`config.mk`:
```
export PLATFORM = sky130hd
export DESIGN_NAME = i2s_tx
export DESIGN_NICKNAME = d
export VERILOG_FILES = /design/src/rtl/i2s_tx_pkg.sv /design/src/rtl/i2s_tx_clkgen.sv /design/src/rtl/i2s_tx_hold.sv /design/src/rtl/i2s_tx_frame.sv /design/src/rtl/i2s_tx.sv
export SDC_FILE = /design/constraint.sdc
export NUM_CORES = 1
export LEC_CHECK = 0
export BUFFER_PORTS_ARGS = -buffer_cell sky130_fd_sc_hd__buf_2
export CORE_MARGIN = 2
export CORE_UTILIZATION = 24
export DETAILED_ROUTE_END_ITERATION = 10
export HOLD_SLACK_MARGIN = 0.06
export PLACE_DENSITY = 0.51
export SLEW_MARGIN = 5
export SYNTH_ARGS = -nofsm -noshare
export SYNTH_HDL_FRONTEND = slang
export SYNTH_SLANG_ARGS = --single-unit
```
`constraint.sdc`:
```
create_clock -name clk -period 8.7 [get_ports clk]
set_input_delay 0.435 -clock clk [delete_from_list [all_inputs] [get_ports clk]]
set_output_delay 0.435 -clock clk [all_outputs]
set_load 0.005 [all_outputs]
```
`src/rtl/i2s_tx_pkg.sv`:
```
package i2s_tx_pkg;

    // Run-time configuration, captured while the block is disabled
    typedef struct packed {
        logic master;    // 1: block drives bit and word clocks
        logic delay1;    // 1: word clock leads MSB by one bit
        logic sck_rise;  // 1: launch on rising bit clock edge
        logic ws_inv;    // 1: high word clock means left
    } tx_cfg_t;

    localparam tx_cfg_t CFG_RESET = '0;

    typedef enum logic {
        CH_LEFT  = 1'b0,
        CH_RIGHT = 1'b1
    } chan_e;

    // Physical word clock level for a logical channel
    function automatic logic ws_level(chan_e ch, logic inv);
        return logic'(ch) ^ inv;
    endfunction

endpackage

```
`src/rtl/i2s_tx_clkgen.sv`:
```
module i2s_tx_clkgen
    import i2s_tx_pkg::*;
#(
    parameter int DIV = 4
) (
    input  logic    clk,
    input  logic    rst,
    input  logic    en,
    input  tx_cfg_t cfg,
    input  logic    sck_in,
    input  logic    ws_in,
    output logic    tick,
    output chan_e   ext_chan,
    output logic    sck_drv
);
    localparam int HALF = DIV / 2;
    localparam int CW   = (HALF > 1) ? $clog2(HALF) : 1;

    logic       ph;
    logic       wrap;
    logic [2:0] sck_sync;
    logic [1:0] ws_sync;

    // Half-period counter; a divide-by-two needs no counter at all
    generate
        if (HALF == 1) begin : g_no_cnt
            assign wrap = 1'b1;
        end else begin : g_cnt
            logic [CW-1:0] cnt;
            always_ff @(posedge clk) begin
                if (rst || !en || !cfg.master) begin
                    cnt <= '0;
                end else if (cnt == CW'(HALF - 1)) begin
                    cnt <= '0;
                end else begin
                    cnt <= cnt + 1'b1;
                end
            end
            assign wrap = (cnt == CW'(HALF - 1));
        end
    endgenerate

    always_ff @(posedge clk) begin
        if (rst || !en || !cfg.master) begin
            ph <= 1'b0;
        end else if (wrap) begin
            ph <= ~ph;
        end
    end

    // External clocks: two-flop synchronisers plus one history flop
    always_ff @(posedge clk) begin
        if (rst) begin
            sck_sync <= '0;
            ws_sync  <= '0;
        end else begin
            sck_sync <= {sck_sync[1:0], sck_in};
            ws_sync  <= {ws_sync[0], ws_in};
        end
    end

    logic m_tick, s_tick, s_rise, s_fall;
    assign s_rise   = sck_sync[1] & ~sck_sync[2];
    assign s_fall   = ~sck_sync[1] & sck_sync[2];
    assign m_tick   = en && cfg.master && wrap && ph;
    assign s_tick   = en && !cfg.master && (cfg.sck_rise ? s_rise : s_fall);
    assign tick     = m_tick | s_tick;
    assign sck_drv  = ph ^ cfg.sck_rise;
    assign ext_chan = chan_e'(ws_sync[1] ^ cfg.ws_inv);

    // after a master launch the bit clock sits at the launch level
    a_r2_launch_level: assert property (@(posedge clk) disable iff (rst)
        (tick && cfg.master) |=> (sck_drv == cfg.sck_rise));

endmodule

```
`src/rtl/i2s_tx_hold.sv`:
```
module i2s_tx_hold #(
    parameter int W = 16
) (
    input  logic         clk,
    input  logic         rst,
    input  logic         in_valid,
    output logic         in_ready,
    input  logic [W-1:0] in_left,
    input  logic [W-1:0] in_right,
    input  logic         take,
    output logic         have,
    output logic [W-1:0] out_left,
    output logic [W-1:0] out_right
);
    logic full;

    always_ff @(posedge clk) begin
        if (rst) begin
            full      <= 1'b0;
            out_left  <= '0;
            out_right <= '0;
        end else if (in_valid && !full) begin
            full      <= 1'b1;
            out_left  <= in_left;
            out_right <= in_right;
        end else if (take) begin
            full      <= 1'b0;
        end
    end

    assign in_ready = !full;
    assign have     = full;

    // a held pair is kept intact until the frame takes it
    a_r8_hold_kept: assert property (@(posedge clk) disable iff (rst)
        (full && !take) |=> (full && $stable(out_left) && $stable(out_right)));

endmodule

```
`src/rtl/i2s_tx_frame.sv`:
```
module i2s_tx_frame
    import i2s_tx_pkg::*;
#(
    parameter int W = 16
) (
    input  logic         clk,
    input  logic         rst,
    input  logic         en,
    input  tx_cfg_t      cfg,
    input  logic         tick,
    input  chan_e        ext_chan,
    input  logic         hold_have,
    input  logic [W-1:0] hold_left,
    input  logic [W-1:0] hold_right,
    output logic         take,
    output logic         sd_out,
    output chan_e        ws_ch,
    output logic         underrun
);
    localparam int FW = 2 * W;
    localparam int DW = $clog2(FW);
    typedef logic [DW-1:0] pos_t;

    function automatic pos_t inc_pos(pos_t p);
        return (p == pos_t'(FW - 1)) ? '0 : p + 1'b1;
    endfunction

    pos_t          d, d_n, lead, idx, d_init;
    logic [FW-1:0] frame, next_frame;
    logic          locked, adv, load, enter_left, enter_right;
    chan_e         prev_ch, next_ch;

    assign enter_left  = (ext_chan == CH_LEFT)  && (prev_ch == CH_RIGHT);
    assign enter_right = (ext_chan == CH_RIGHT) && (prev_ch == CH_LEFT);
    assign d_init      = cfg.delay1 ? pos_t'(FW - 2) : pos_t'(FW - 1);

    always_comb begin
        d_n = inc_pos(d);
        adv = tick;
        if (!cfg.master) begin
            if (enter_left) begin
                d_n = cfg.delay1 ? pos_t'(FW - 1) : '0;
            end else if (enter_right && locked) begin
                d_n = cfg.delay1 ? pos_t'(W - 1) : pos_t'(W);
            end
            adv = tick && (locked || enter_left);
        end
        load       = adv && (d_n == '0);
        lead       = cfg.delay1 ? inc_pos(d_n) : d_n;
        next_ch    = (lead >= pos_t'(W)) ? CH_RIGHT : CH_LEFT;
        next_frame = frame;
        if (load) begin
            next_frame = hold_have ? {hold_left, hold_right} : '0;
        end
        idx = pos_t'(FW - 1) - d_n;
    end

    assign take = load && hold_have;

    always_ff @(posedge clk) begin
        if (rst || !en) begin
            d        <= d_init;
            frame    <= '0;
            sd_out   <= 1'b0;
            ws_ch    <= CH_RIGHT;
            locked   <= 1'b0;
            prev_ch  <= CH_RIGHT;
            underrun <= 1'b0;
        end else begin
            underrun <= 1'b0;
            if (tick) begin
                prev_ch <= ext_chan;
            end
            if (adv) begin
                d        <= d_n;
                frame    <= next_frame;
                sd_out   <= next_frame[idx];
                ws_ch    <= next_ch;
                underrun <= load && !hold_have;
                if (enter_left) begin
                    locked <= 1'b1;
                end
            end
        end
    end

    // underrun is a single-cycle pulse
    a_r9_one_pulse: assert property (@(posedge clk) disable iff (rst)
        underrun |=> !underrun);

    // a master frame load always coincides with the left word clock
    a_r4_left_at_load: assert property (@(posedge clk) disable iff (rst)
        (en && cfg.master && load) |=> (ws_ch == CH_LEFT));

endmodule

```
`src/rtl/i2s_tx.sv`:
```
module i2s_tx
    import i2s_tx_pkg::*;
#(
    parameter int W   = 16,
    parameter int DIV = 4
) (
    input  logic         clk,
    input  logic         rst,
    input  logic         en,
    input  logic         cfg_master,
    input  logic         cfg_ws_lead,
    input  logic         cfg_sck_rise,
    input  logic         cfg_ws_inv,
    input  logic         s_valid,
    output logic         s_ready,
    input  logic [W-1:0] s_left,
    input  logic [W-1:0] s_right,
    input  logic         sck_in,
    input  logic         ws_in,
    output logic         sck_out,
    output logic         ws_out,
    output logic         clk_oe,
    output logic         sd_out,
    output logic         underrun
);
    tx_cfg_t      cfg_q;
    logic         tick, take, have;
    chan_e        ext_chan, ws_ch;
    logic [W-1:0] h_left, h_right;

    always_ff @(posedge clk) begin
        if (rst) begin
            cfg_q <= CFG_RESET;
        end else if (!en) begin
            cfg_q <= '{master: cfg_master, delay1: cfg_ws_lead,
                       sck_rise: cfg_sck_rise, ws_inv: cfg_ws_inv};
        end
    end

    i2s_tx_clkgen #(.DIV(DIV)) u_clk (
        .clk(clk), .rst(rst), .en(en), .cfg(cfg_q),
        .sck_in(sck_in), .ws_in(ws_in),
        .tick(tick), .ext_chan(ext_chan), .sck_drv(sck_out)
    );

    i2s_tx_hold #(.W(W)) u_hold (
        .clk(clk), .rst(rst),
        .in_valid(s_valid), .in_ready(s_ready),
        .in_left(s_left), .in_right(s_right),
        .take(take), .have(have),
        .out_left(h_left), .out_right(h_right)
    );

    i2s_tx_frame #(.W(W)) u_frame (
        .clk(clk), .rst(rst), .en(en), .cfg(cfg_q),
        .tick(tick), .ext_chan(ext_chan),
        .hold_have(have), .hold_left(h_left), .hold_right(h_right),
        .take(take), .sd_out(sd_out), .ws_ch(ws_ch), .underrun(underrun)
    );

    assign ws_out = ws_level(ws_ch, cfg_q.ws_inv);
    assign clk_oe = en && cfg_q.master;

    // configuration does not move while enabled
    a_r10_cfg_frozen: assert property (@(posedge clk) disable iff (rst)
        en |=> $stable(cfg_q));

endmodule

```
# After elaboration in Yosys (flattened, before gate mapping)
# Cells that the tools add are included.
op_classes:
  eq_ne: 2
  add_sub_neg: 4
  n_bitwise: 12
  reduce_logical: 25
  n_mux: 20
  n_lt_le_gt_ge: 2
ops:
  columns: ["op", "n"]
  rows:
  - ["two-way mux 32 bit", 2]
  - ["two-way mux 5 bit", 10]
  - ["logical AND 1 bit", 13]
  - ["adder 5 x 1 -> 5 bit (second input constant)", 2]
  - ["equality test 5 bit (second input constant)", 2]
  - ["two-way mux 1 bit", 7]
  - ["< comparator 5 x 6 -> 1 bit (second input constant)", 1]
  - ["NOT 1 bit", 6]
  - ["binary-select mux 1 bit (select 5 bit)", 1]
  - [">= comparator 5 bit (second input constant)", 1]
  - ["zero test 5 bit", 1]
  - ["subtractor 5 bit (first input constant)", 1]
  - ["nonzero test 2 bit", 2]
  - ["OR reduction 2 bit", 2]
  - ["zero test 1 bit", 3]
  - ["logical OR 1 bit", 3]
  - ["XOR 1 bit", 3]
  - ["AND 1 bit", 2]
  - ["AND reduction 2 bit", 1]
  - ["adder 1 bit (second input constant)", 1]
  - ["bitwise OR 1 bit", 1]
word_totals:
  input_bits: 42
  reg_bits: 86

# Longest topological paths before layout
# Gate-level depths: netlist of the first run.
depth:
  word_depth: 11
  mapped_depth: 12

# Cells and area by module
# Synthesis of the first run repeated with hierarchy kept, for this count alone.
unflattened:
  hier_cells: 447
  area_unflattened_um2: 4206.5
by_module_without_submodules:
  columns: ["mod", "cells_per_inst", "instances", "area_each_um2"]
  rows:
  - ["i2s_tx_frame", 261, 1, 2243.4]
  - ["i2s_tx_hold", 149, 1, 1554.0]
  - ["i2s_tx_clkgen", 22, 1, 246.5]
  - ["i2s_tx", 15, 1, 162.7]

# Worst setup path before layout of the first run
# Ideal clock, no wire load.
synth_path:
  kind: "flip-flop to flip-flop"
  start: "register u_frame.d[0]"
  end: "register u_frame.sd_out"
  setup_ns: 0.127
  period_less_slack_ns: 3.072
  path_stages_with_launch: 12
  n_path_buf: 0
  slack_ns: 5.628
  t_arrival_ns: 2.945
  path_cell_list: "edfxtp_1 ha_1 and3_1 ha_1 nand2b_1 mux2i_1 nor4_4 nor3_1 mux2_1 o311ai_1 nand3_1 or3_1"
synth_via:
  elab_chain_len: 10
  word_cells_on_any_way: 12
  cone_classes: "2 x add/sub; 1 x eq/ne; 7 x mux; 2 x reduce/logical"
synth_rtl:
  columns: ["item", "line", "source"]
  rows:
  - ["start: declaration", "i2s_tx_frame.sv:28", "pos_t d, d_n, lead, idx, d_init;"]
  - ["start signal: assignment", "i2s_tx_frame.sv:62", "d <= d_init;"]
  - ["start signal: assignment", "i2s_tx_frame.sv:75", "d <= d_n;"]
  - ["adder 5 x 1 -> 5 bit or equality test 5 bit (tied branches)", "i2s_tx_frame.sv:25", "return (p == pos_t'(FW - 1)) ? '0 : p + 1'b1;"]
  - ["two-way mux 5 bit (*)", "i2s_tx_frame.sv:25", null]
  - ["two-way mux 5 bit", "i2s_tx_frame.sv:43", "end else if (enter_right && locked) begin"]
  - ["two-way mux 5 bit", "i2s_tx_frame.sv:41", "if (enter_left) begin"]
  - ["two-way mux 5 bit (*)", "i2s_tx_frame.sv:40", "if (!cfg.master) begin"]
  - ["branches (longest 3 deep; another with subtractor 5 bit)", null, null]
  - ["binary-select mux 1 bit (select 5 bit) (*)", "i2s_tx_frame.sv:77", "sd_out <= next_frame[idx];"]
  - ["two-way mux 1 bit (not written as such) (*)", "i2s_tx_frame.sv:77", null]
  - ["end signal: assignment", "i2s_tx_frame.sv:77", null]
  - ["end: declaration", "i2s_tx_frame.sv:16", "output logic sd_out,"]
# Every way passes the cells marked *. The select of a mux whose other input is x is not followed.
# A chain may end at the register's enable or synchronous reset.

# Worst setup path after layout of the first run
# Same ends and word-level chain as after synthesis.

==> results of run 1 <==
routing by layer:
| metal | vias to the layer above | part of all wire, % | wire [um] |
|---|---|---|---|
| li1 | 1704 | - | - |
| met1 | 1613 | 47 | 4500 |
| met2 | 61 | 49 | 4650 |
| met3 | 12 | 2.6 | 246 |
| met4 | 0 | 1.6 | 153 |
| met5 | - | 0 | 0 |
synth_stat cells, types with 2 or more instances:
cell and number:
and3b_1 7, nand2b_1 4, o211ai_1 3, a21bo_2 2, dfxtp_1 81, and2_1 4, o41ai_1 2, nor2_1 18
ha_1 2, a21oi_1 69, nand4_1 3, or3_1 2, nor3b_1 2, o21ai_0 2, o32ai_1 2, nand3b_1 2
and3_1 3, nor3_1 5, o311ai_1 2, mux2i_1 10, or4_1 2, a21o_1 2, a31oi_1 4, clkbuf_1 25
o221ai_1 2, buf_2 5, inv_1 5, a31o_1 2, nand3_1 33, edfxtp_1 5, buf_1 5, nor2b_1 10
a21oi_4 2, xnor2_1 4, nand2_1 114, o31ai_1 3, xor2_1 3, nor4_1 3
cell families after synthesis:
kind of cell    count (synthesis)
compound gates                107
xor+xnor                        8
buf+inv                        40
mux                            12
flops                          86
simple gates                  218
fa+ha+maj                       2
sequential cells by signal, indices dropped and copies added (netlist names), 2 cells and up:
register          count
cfg_q                 4
u_clk.sck_sync        3
u_hold.out_left      16
u_clk.ws_sync         2
u_frame.d             5
u_hold.out_right     16
u_frame.frame        32
power by group:
part / switching, mW / internal, mW / total [mW]
registers: 0.0118 / 0.412 / 0.424
clock network: 0.148 / 0.222 / 0.370
logic: 0.0806 / 0.0467 / 0.127
total: 0.241 / 0.681 / 0.922
cell usage in the layout (no fill, tap or decap), types with 4 or more instances in the layout:
cell type / n
a21oi_1: 69
a31oi_1: 4
and2_1: 4
and3b_1: 7
buf_2: 47
buf_4: 5
clkbuf_16: 9
dfxtp_1: 81
edfxtp_1: 5
inv_1: 5
mux2i_1: 10
nand2_1: 114
nand2b_1: 4
nand3_1: 33
nor2_1: 18
nor2b_1: 9
nor3_1: 5
xnor2_1: 4
critical path: cells and delay by family (launching register included):
family                   cells  cell delay, ps
AO/OA/AOI/OAI                3             430
adder cells (fa/ha/maj)      2             610
buffers and inverters        1             340
flip-flops                   1             460
multiplexers                 1             120
AND/OR/NAND/NOR              5            1430
worst min-delay path by stage:
stage                     slack [ps]                end         startpoint
after CTS                        300  u_clk.sck_sync[0]             sck_in
final                            310  u_clk.sck_sync[0]             sck_in
after floorplan                  410  u_clk.sck_sync[1]  u_clk.sck_sync[0]
after global placement           420  u_clk.sck_sync[1]  u_clk.sck_sync[0]
after detailed placement         430  u_clk.sck_sync[1]  u_clk.sck_sync[0]
after global routing             330  u_clk.sck_sync[0]             sck_in
cell type report:
class	instances	area, um2	area share (%)
Multi-Input combinational cell	347	1970	43.0
Clock buffer	12	236	5.15
Sequential cell	86	1770	38.6
Tap cell	216	270	5.89
Clock inverter	4	46.3	1.01
Timing Repair Buffer	52	273	5.94
Inverter	5	18.8	0.409
==> metrics.txt, run 1 <==
worst reg2reg endpoint=u_frame.sd_out; CTS clk-pin slew, worst paths=60 ps; # setup viols final=0; Crit Path Class=flop to flop; Post-route DRC=0; Resize count post-CTS=0; proportion of synthesized area in mux cells=3.15%; die area=17200 um2; Worst Setup SP=u_frame.d[0]; met3 global-route usage=2.08%; final wirelength=9550 um; most used cell, CP=ha_1; port bufs=47; Async S/R FF share, synth=0%; synthesized area per cell=8.22 um2; post-DR wirelength/cell=13.2 um; Clock Path Buffers=2; hold bufs inserted after CTS=0; Max-Cap Viols=0; dpl ws=5220 ps; clock skew=6.16 ps; synthesized area=3890 um2; CP Data Arrival Time=3710 ps; root buffer cell=clkbuf_16; post-synthesis cell count=473; Post-Synth Adder-Cell Area=0.644%; post-synth top area share=41.7%; #FFs+latches synth=86; Vias=3390; Initial Utilization=24.5%; Clock H-tree levels=3; Synth Area in Compound Gates=17.7%; Yosys warning count=0; flop-to-flop setup slack=5200 ps; Synth area leaders=dfxtp_1 (42%), nand2_1 (11%), a21oi_1 (8.9%); final instance area=4590 um2; Antenna Nets Post-Route=0; post-synthesis sequential area ratio=45.6%; Hold Fails Final Rpt=0; fin nets=545; Final HPWL DP=6740 um; PD cells=201 nW/um2; Area growth syn-to-layout=18.0%; n_diodes=0; post-route setup slack=5200 ps; Netlist cell types=57; Critical Path Fanout Max=35; cell area after placement=4310 um2; vias in the first global route=3404; Inserted Clock Buffers=9; post-synthesis xor/xnor area fraction=1.99%; Most used DFF post-synth=dfxtp_1; status=finished clean; clk sinks=86; I/O Pins=48; leakage=1.67 nW; maximum vdd drop=0.0885 mV; Finished Layout Cells=722; CP cell instances=ha_1, and3_1, ha_1, nand2b_1, mux2i_1, or4_1, nand4_1, buf_4, o22a_1, a2111o_1, o41ai_1, or3_1; CP required=8910 ps; Synth Area in Simple Gates=26.9%; GR Layer Usage met2=19.4%; initial antenna violation count=0; transition time of the tightest slew-check pin=1130 ps; Slowest-stage cell, CP=or4_1; Post-Syn Nets=517; Fmax achieved=285 MHz; setup_tns=0 ps; Post-synth EDFFs=5; post-DR vias/cell=4.70; placed instance count=706; fin util=28.9%; largest family of logic cells by synthesized area=simple AND/OR/NAND/NOR gates; Hold Crit Depth=2; slew margin rel.=22.5%; FP Rows=46; Die Wd=131 um; Crit. End Element=flop; Yosys top cell by area=dfxtp_1; Final Total Pwr=922 uW; hold slack=315 ps; r2r startpoint=u_frame.d[0]; cell count of the worst reg-to-reg path=12; post-CTS setup buffers=0; met1 usage=14.0%; core area=15900 um2; Worst-Skew Late Latency=330 ps; pin count of the biggest net entering global routing=47; CTS tree=done; Startpoint Class=flop; period utilization=40.3%; fin. max-slew vios=0; DR pass1 iterations=4; fill count=1772; layout cells sized above 1=15.4%; first-pass GRT wire length=16200 um; largest stage delay on the critical path=620 ps; Tot GR Track Use=11.3%; Congestion Overflow GR=0; gr busiest metal=met2; routability congestion estimate=0.842; RSZ-0062 raised after global routing=false; CP endpoint=u_frame.sd_out; worst min path class=primary input to flop; min Tclk post-route=3500 ps; die height=131 um; DRT iter0 DRCs=144
Power figures use the tool's default switching activity.
==> run 2, diff against run 1 <==
Settings changed: ABC_AREA set to 1, PLACE_DENSITY 0.51 to 0.52.
Clock period 8.7 ns to 3.1 ns, I/O delays scaled along.
==> metrics.txt, run 2 <==
fin util=30.9%; Initial Utilization=24.8%; Yosys warning count=0; synthesized area=3970 um2; leading cell type in the layout, fill and taps excluded=nand2_1; routability congestion estimate=0.869; Die Wd=133 um; port bufs=47; Reg power frac=42.4%; fin nets=640; die height=133 um; die area=17600 um2; largest stage delay on the critical path=440 ps; most frequent cells in the layout=nand2_1 (160), dfxtp_1 (81), nand3_1 (74); post-DR wirelength/cell=12.3 um; CP endpoint=u_frame.sd_out; r2r startpoint=u_frame.d[0]; most common cell in the netlist=nand2_1; fill count=1767; FP Rows=46; fin. max-slew vios=0; # setup viols final=0; clk sinks=86; Netlist cell types=30; pin count of the biggest net entering global routing=45; leakage=1.97 nW; Hold Fails Final Rpt=0; slew margin rel.=38.0%; first-pass GRT wire length=16600 um; max reg flops=32; CTS clk-pin slew, worst paths=60 ps; #FFs+latches synth=86; Most used DFF post-synth=dfxtp_1; CP Data Arrival Time=3060 ps; Area growth syn-to-layout=24.7%; core area=16000 um2; flop-to-flop setup slack=280 ps; Clock H-tree levels=3; Crit Path Class=flop to flop; status=finished clean; root buffer cell=clkbuf_16; Post-route DRC=0; worst reg2reg endpoint=u_frame.sd_out; post-DR vias/cell=4.52; transition time of the tightest slew-check pin=928 ps; Slowest-stage cell, CP=edfxtp_1; final wirelength=10100 um; Worst Setup SP=u_frame.d[0]; CP cell instances=ha_1, nand2_1, nor2_1, ha_1, inv_1, o21ai_0, a21oi_2, nor2_1, a21oi_4, nor2_8, buf_6, nand3b_1, nand3_1, nand3_1, nand3_1, nand3_1, nand3_1, nand3_1, nand2_1; top flop regs=u_frame.frame (32), u_hold.out_left (16), u_hold.out_right (16); Startpoint Class=flop; Antenna Nets Post-Route=0; post-synth top area share=40.9%; I/O Pins=48; Critical Path Fanout Max=21; CP required=3340 ps; Yosys top cell by area=dfxtp_1; DR pass1 iterations=4; Inserted Clock Buffers=9; DRT iter0 DRCs=175; placed instance count=781; worst min path class=primary input to flop; Int Pwr=2.03 mW; Congestion Overflow GR=0; Clock Path Buffers=2; Async S/R FF share, synth=0%; Tot GR Track Use=11.6%; Combinational Power Share=16.8%; sw frac=27.6%; clock skew=6.09 ps; post-CTS setup buffers=0; maximum vdd drop=0.244 mV; Worst-Skew Late Latency=340 ps; Reg with most FFs=u_frame.frame; CTS tree=done; Post-Syn Nets=582; n_diodes=0; Clk network pwr share=40.8%; post-synthesis cell count=538; RSZ-0062 raised after global routing=false; cell count of the worst reg-to-reg path=19; Sw Pwr=772 uW; initial antenna violation count=0; Crit. End Element=flop; Synth area leaders=dfxtp_1 (41%), nand2_1 (15%), nand3_1 (9.3%); post-synthesis sequential area ratio=44.7%; Post-synth top cells=nand2_1 (161), dfxtp_1 (81), nand3_1 (74), a21oi_1 (69), inv_1 (28); Fmax achieved=354 MHz; Vias=3687; PD cells=567 nW/um2; most used cell, CP=nand3_1; setup_tns=0 ps; Max-Cap Viols=0; Post-synth EDFFs=5; Final HPWL DP=7110 um; layout cells sized above 1=15.8%; vias in the first global route=3520; Finished Layout Cells=816; synthesized area per cell=7.37 um2; period utilization=91.0%; min Tclk post-route=2820 ps
-- run 2: changes by cell type after synthesis, moves of 7 or more --
| cell | delta |
|---|---|
| mux2i_1 | -10 |
| clkbuf_1 | -7 |
| nand3_1 | +41 |
| nor2b_1 | -10 |
| inv_1 | +23 |
| nand3b_1 | +23 |
| and3b_1 | -7 |
| nand2_1 | +47 |
-- run 2: worst min path at each step --
stage                      from                    to  slack (ps)  cells past startpoint
floorplan                sck_in     u_clk.sck_sync[0]         260                      2
global placement         sck_in     u_clk.sck_sync[0]         360                      3
detailed placement       sck_in     u_clk.sck_sync[0]         370                      3
CTS                  s_right[3]   u_hold.out_right[3]          60                      3
global route         s_right[3]   u_hold.out_right[3]          70                      3
finish              s_right[12]  u_hold.out_right[12]          60                      3
-- run 2: cell families after synthesis --
group                      after synthesis  share of synthesized area (%)
DFF                                     86                           44.7
adders and majority gates                2                          0.631
xor gates and xnor gates                 2                          0.442
AOI/OAI and AO/OA                       78                           10.4
buffers and inverters                   63                           6.63
and+or+nand+nor                        307                           37.3
-- run 2: layout make-up --
type	instances	area (um2)	area share, %
multi-input combinational	389	1950	39.4
timing repair buffer	77	522	10.5
tap	216	270	5.46
sequential	86	1770	35.8
clock inverter	6	85.1	1.72
clock buffer	9	225	4.55
inverter	33	124	2.50
-- run 2: routing by layer --
metal / vias up / share of wire (%) / global-route usage (%)
met5: - / 0 / 0
met3: 15 / 3.8 / 1.92
met2: 72 / 45 / 18.6
met1: 1703 / 49 / 15.0
li1: 1897 / - / -
met4: 0 / 1.8 / 5.91
-- run 2: critical path, delay by kind of cell, from the launching register on --
family | cells | cell delay (ps)
flip-flops | 1 | 440
AND/OR/NAND/NOR | 12 | 1030
buffers and inverters | 2 | 270
AO/OA/AOI/OAI | 3 | 510
adder cells (fa/ha/maj) | 2 | 470
-- run 2: power groups by stage --
stage	registers (mW)	clock network (mW)	logic [mW]
2_1_floorplan	1.20	0	0.319
3_5_place_dp	1.21	0	0.445
5_1_grt	1.19	1.21	0.529
4_1_cts	1.19	1.18	0.464
3_3_place_gp	1.21	0	0.439
6_report	1.19	1.14	0.471
-- run 2: through the flow --
stage / power [mW] / setup slack (ps) / hold WS (ps) / cell area, um2
after floorplan: 1.52 / 529 / 262 / 3970
after global placement: 1.65 / 226 / 361 / 4410
after detailed placement: 1.66 / 174 / 365 / 4410
after CTS: 2.83 / 165 / 61.7 / 4920
after global routing: 2.93 / 2.75 / 73.5 / 4950
final: 2.80 / 278 / 64.5 / 4950
-- run 2: what timing repair did --
item / in CTS / in global routing
hold endpoints to repair: 20 / 0
hold buffers: 20 / 0
setup endpoints to repair: 0 / 1
resized for setup: 0 / 7
